<file path="src/rtl/pol_pkg.sv">
package pol_pkg;
  typedef enum logic {
    POL_NORMAL   = 1'b0,
    POL_INVERTED = 1'b1
  } pol_e;

  localparam int unsigned N_RUNS = 2;  // 0: link pulses, 1: end-of-frame markers
endpackage

</file>
<file path="src/rtl/pol_run_counter.sv">
module pol_run_counter #(
  parameter int unsigned THRESH = 8
) (
  input  logic clk_i,
  input  logic rst_ni,
  input  logic clr_i,
  input  logic evt_i,
  input  logic mismatch_i,
  output logic hit_o
);
  localparam int unsigned CW = $clog2(THRESH + 1);

  logic [CW-1:0] run_q;

  assign hit_o = evt_i && mismatch_i && (run_q == CW'(THRESH - 1));

  always_ff @(posedge clk_i or negedge rst_ni) begin
    if (!rst_ni) begin
      run_q <= '0;
    end else if (clr_i) begin
      run_q <= '0;
    end else if (evt_i) begin
      run_q <= mismatch_i ? run_q + CW'(1) : '0;
    end
  end
endmodule

</file>
<file path="src/rtl/pol_timeout.sv">
module pol_timeout #(
  parameter int unsigned TICKS = 16
) (
  input  logic clk_i,
  input  logic rst_ni,
  input  logic load_i,
  input  logic tick_i,
  output logic expire_o
);
  localparam int unsigned CW = $clog2(TICKS + 1);

  logic [CW-1:0] cnt_q;

  // reaching zero stops the count; a reload is needed to re-arm
  assign expire_o = tick_i && !load_i && (cnt_q == CW'(1));

  always_ff @(posedge clk_i or negedge rst_ni) begin
    if (!rst_ni) begin
      cnt_q <= CW'(TICKS);
    end else if (load_i) begin
      cnt_q <= CW'(TICKS);
    end else if (tick_i && cnt_q != '0) begin
      cnt_q <= cnt_q - CW'(1);
    end
  end
endmodule

</file>
<file path="src/rtl/rx_polarity_corrector.sv">
module rx_polarity_corrector #(
  parameter int unsigned LP_THRESH     = 8,
  parameter int unsigned EOF_THRESH    = 4,
  parameter int unsigned TIMEOUT_TICKS = 16
) (
  input  logic clk_i,
  input  logic rst_ni,
  input  logic lp_valid_i,
  input  logic lp_inv_i,
  input  logic sof_i,
  input  logic eof_valid_i,
  input  logic eof_inv_i,
  input  logic tick_i,
  output logic pol_inv_o,
  output logic data_inv_o,
  output logic rx_er_o
);
  import pol_pkg::*;

  pol_e state_q;
  logic rx_er_q;
  logic activity;
  logic expire;
  logic toggle;
  logic clr_runs;
  logic [N_RUNS-1:0] evt, mis, hit;

  assign evt[0] = lp_valid_i;
  assign mis[0] = lp_inv_i ^ state_q;
  assign evt[1] = eof_valid_i;
  assign mis[1] = eof_inv_i ^ state_q;

  genvar g;
  generate
    for (g = 0; g < N_RUNS; g++) begin : g_run
      pol_run_counter #(
        .THRESH(g == 0 ? LP_THRESH : EOF_THRESH)
      ) i_run (
        .clk_i     (clk_i),
        .rst_ni    (rst_ni),
        .clr_i     (clr_runs),
        .evt_i     (evt[g]),
        .mismatch_i(mis[g]),
        .hit_o     (hit[g])
      );
    end
  endgenerate

  assign activity = lp_valid_i | eof_valid_i | sof_i;

  pol_timeout #(
    .TICKS(TIMEOUT_TICKS)
  ) i_timeout (
    .clk_i   (clk_i),
    .rst_ni  (rst_ni),
    .load_i  (activity),
    .tick_i  (tick_i),
    .expire_o(expire)
  );

  assign toggle   = |hit;  // both hitting together still flips once
  assign clr_runs = toggle | expire;

  always_ff @(posedge clk_i or negedge rst_ni) begin
    if (!rst_ni) begin
      state_q <= POL_NORMAL;
      rx_er_q <= 1'b0;
    end else begin
      if (expire)      state_q <= POL_NORMAL;
      else if (toggle) state_q <= (state_q == POL_NORMAL) ? POL_INVERTED : POL_NORMAL;
      rx_er_q <= evt[1] & mis[1];
    end
  end

  assign pol_inv_o  = (state_q == POL_INVERTED);
  assign data_inv_o = (state_q == POL_INVERTED);
  assign rx_er_o    = rx_er_q;
endmodule

</file>
<file path="config.mk">
export PLATFORM = sky130hd
export DESIGN_NAME = rx_polarity_corrector
export DESIGN_NICKNAME = d
export VERILOG_FILES = /design/src/rtl/pol_pkg.sv /design/src/rtl/pol_run_counter.sv /design/src/rtl/pol_timeout.sv /design/src/rtl/rx_polarity_corrector.sv
export SDC_FILE = /design/constraint.sdc
export NUM_CORES = 1
export LEC_CHECK = 0
export ABC_AREA = 0
export BUFFER_PORTS_ARGS = -buffer_cell sky130_fd_sc_hd__buf_2
export CAP_MARGIN = 0
export CORE_ASPECT_RATIO = 0.9
export CORE_MARGIN = 4
export CORE_UTILIZATION = 49
export CTS_CLUSTER_DIAMETER = 100
export CTS_CLUSTER_SIZE = 20
export DETAILED_ROUTE_END_ITERATION = 6
export GPL_TIMING_DRIVEN = 1
export HOLD_SLACK_MARGIN = 0.03
export PLACE_DENSITY = 0.73
export SYNTH_ARGS = -nofsm -noshare
export SYNTH_HDL_FRONTEND = slang
export SYNTH_SLANG_ARGS = --single-unit
</file>
<file path="constraint.sdc">
create_clock -name clk_i -period 1.3 [get_ports clk_i]
set_input_delay 0 -clock clk_i [delete_from_list [all_inputs] [get_ports clk_i]]
set_output_delay 0 -clock clk_i [all_outputs]
set_load 0.03 [all_outputs]
</file>
==> summary.txt <==
Status
  – Status: complete, but fails checks
  – Failing checks: setup timing

Power
  – Pleak: 0.5486 nW
  – Peak VDD IR: 0.001286 V
  – Total power: 1.678 mW
  – Pwr Density: 1547 mW/mm2

Final layout
  – Layout Cells excl Fill: 133
  – Finished Cell Area: 0.001085 mm2
  – Nets: 125
  – Commonest non-fill, non-tap cell in the layout: buf_4
  – Util after Layout: 73.29%
  – Fraction of layout cells with a size suffix above 1: 42.34%
  – Most frequent cells in the layout: buf_4, dfrtp_1, buf_2, nor2_1, nand2_1
  – Area delta synth->final: 37.84%
  – N_diodes: 0

Synthesis
  – Avg Inst Size Synth: 9.598 um2
  – Synthesized Nets: 95
  – #FFs+latches synth: 14
  – Asr flop ratio synth: 100.0%
  – Ys Warns: 0
  – Netlist cell types: 31
  – Top_reg_cell synth: dfrtp_1
  – Post-synthesis cell area: 787.0 um2
  – Post-synth EDFFs: 0
  – Post-synthesis sequential area ratio: 44.67%
  – Synthesized instance count: 82

Die
  – Die area: 0.002312 mm2
  – Core area: 0.001480 mm2
  – Die height: 46.02 um
  – # IOs: 11
  – Die Width: 50.25 um
  – Starting density of the core: 53.17%
  – Site Rows: 13

Route
  – ANT nets after route: 0
  – DR vias: 707
  – Starting DRT DRC Count: 23
  – Detailed-route wire length: 1902 um
  – Via/cell ratio: 5.316
  – WL/cell: 14.30 um
  – Initial DRT Pass Iterations: 4
  – Drt drc: 0

Clock network
  – CTS tree: built
  – Clk slew on worst S/H paths: 0.08 ns
  – CTS H-Tree Depth: 1
  – CTS Buf Count: 3
  – CTS max path bufs: 2
  – CTS Sinks: 14
  – Root Buffer: clkbuf_4
  – Clk_lat worst skew: 0.28 ns

Setup path
  – Critical Path Max Stage Delay: 0.39 ns
  – Most Frequent Cell on Critical Path: ha_1
  – Worst setup EP type: flip-flop
  – Startpoint Class: flip-flop
  – Kind of critical path: reg2reg
  – CP max-delay cell: dfrtp_1
  – Worst-path fanout max: 7
  – Sequence of cells on the critical path: ha_1, ha_1, nand3_1, nand3_4, a21oi_1
  – CP arrival: 1.54 ns
  – Worst Path Required: 1.49 ns

Placed design
  – IO buf count: 10
  – Post-place setup slack: -0.05199 ns
  – Placed cells: 118
  – Area after DPL: 912.1 um2
  – HPWL after DPL: 1162 um
  – Final GP Congestion: 0.7519

Global route
  – Vias in the first global route: 665
  – Initial antenna violation count: 0
  – First-pass GRT wire length: 2856 um
  – Total gr overflow: 0
  – Pin count of the biggest net entering global routing: 15
  – Gr usage total: 17.34%

Timing
  – Fin Clk Skew: 0.006642 ns
  – RSZ-0062 raised after global routing: true
  – Worst Slack Setup Final: -0.04610 ns
  – Max Fclk: 742.9 MHz
  – Final period demand of the worst path: 1.346 ns
  – Slew @ Worst Pin: 0.3186 ns
  – Period utilization: 103.5%
  – Hold slack: 0.08738 ns
  – Final Hold Fails: 0
  – Final setup viols: 8
  – Rel. slew slack: 78.76%
  – Fin Setup TNS: -0.1835 ns
  – Max Slew Vio Count: 0

Worst hold path
  – HP Class: in2reg

Run
  – Max cap viols: 0
-- what timing repair did --
item                                    in CTS  in global routing
pin swaps                                    3                  5
gates resized for setup                      3                 11
cloned                                       0                  0
hold buffers                                 3                  0
endpoints found under the setup margin      10                 13
buffers inserted                             4                  4
hold endpoints to repair                    15                  0
-- layer usage --
metal	global-route usage, %	routed length [um]	vias up
met4	7.735	57	0
met1	20.86	822	341
met3	6.885	73	10
met5	0	0	-
li1	-	-	335
met2	27.60	949	21
-- state kept, by name, summed over array words and instances (netlist names) --
register / flops
data_inv_o: 1
g_run.i_run.run_q: 7
i_timeout.cnt_q: 5
rx_er_o: 1
-- cells in the mapped netlist, drive strengths merged, types with 3 or more instances --
| cell type | number | share of area (%) |
|---|---|---|
| nor3 | 3 | 1.9 |
| xor2 | 3 | 3.3 |
| buf | 3 | 2.5 |
| dfrtp | 13 | 41 |
| nand3 | 3 | 2.5 |
| ha | 5 | 7.9 |
| nand2 | 8 | 3.8 |
| a21oi | 5 | 3.2 |
| inv | 5 | 2.4 |
| or3 | 3 | 3.0 |
| nor2 | 10 | 4.8 |
-- where the power goes --
| part | internal (mW) | switching [mW] |
|---|---|---|
| registers | 0.538 | 0.0915 |
| logic | 0.376 | 0.371 |
| clock network | 0.170 | 0.131 |
| total | 1.08 | 0.594 |
-- path summary, 6_finish.rpt --
check	startpoint	end	slack [ns]	cells after the start
max	g_run[1].i_run.run_q[0]$_DFFE_PN0P_	g_run[0].i_run.run_q[1]$_DFFE_PN0P_	-0.05	5
min	tick_i	i_timeout.cnt_q[4]$_DFFE_PN1P_	0.09	4
max reg2reg	g_run[1].i_run.run_q[0]$_DFFE_PN0P_	g_run[0].i_run.run_q[1]$_DFFE_PN0P_	-0.05	5
min reg2reg	g_run[0].i_run.run_q[3]$_DFFE_PN0P_	g_run[0].i_run.run_q[3]$_DFFE_PN0P_	0.55	2
max in group asynchronous	rst_ni	i_timeout.cnt_q[4]$_DFFE_PN1P_	0.88	2
min in group asynchronous	rst_ni	i_timeout.cnt_q[3]$_DFFE_PN0P_	0.14	2
-- worst max-delay path, delay by kind of cell (launching register included) --
| kind | cells | cell delay, ns |
|---|---|---|
| AO/OA/AOI/OAI | 1 | 0.18 |
| adder cells (fa/ha/maj) | 2 | 0.38 |
| flip-flops | 1 | 0.39 |
| AND/OR/NAND/NOR | 2 | 0.31 |
-- cells by family (layout without fill, tap and decap cells) --
family,count (synthesis),after routing,share of synthesized area [%]
AOI/OAI and AO/OA,12,12,9.222
DFF,14,14,44.67
muxes,3,3,3.975
xor gates and xnor gates,5,5,6.520
buffers and inverters,8,37,4.928
and+or+nand+nor,35,35,22.74
adders and majority gates,5,5,7.949
-- cell type report --
type	instances	area [um2]
clock buffers	4	36.28
fillers	108	395.4
inverters	5	18.77
well taps	22	27.53
multi-input cells	60	456.7
repair buffers	28	192.7
flip-flops and latches	14	352.8
Note: power is estimated with default switching activity, not from simulation.
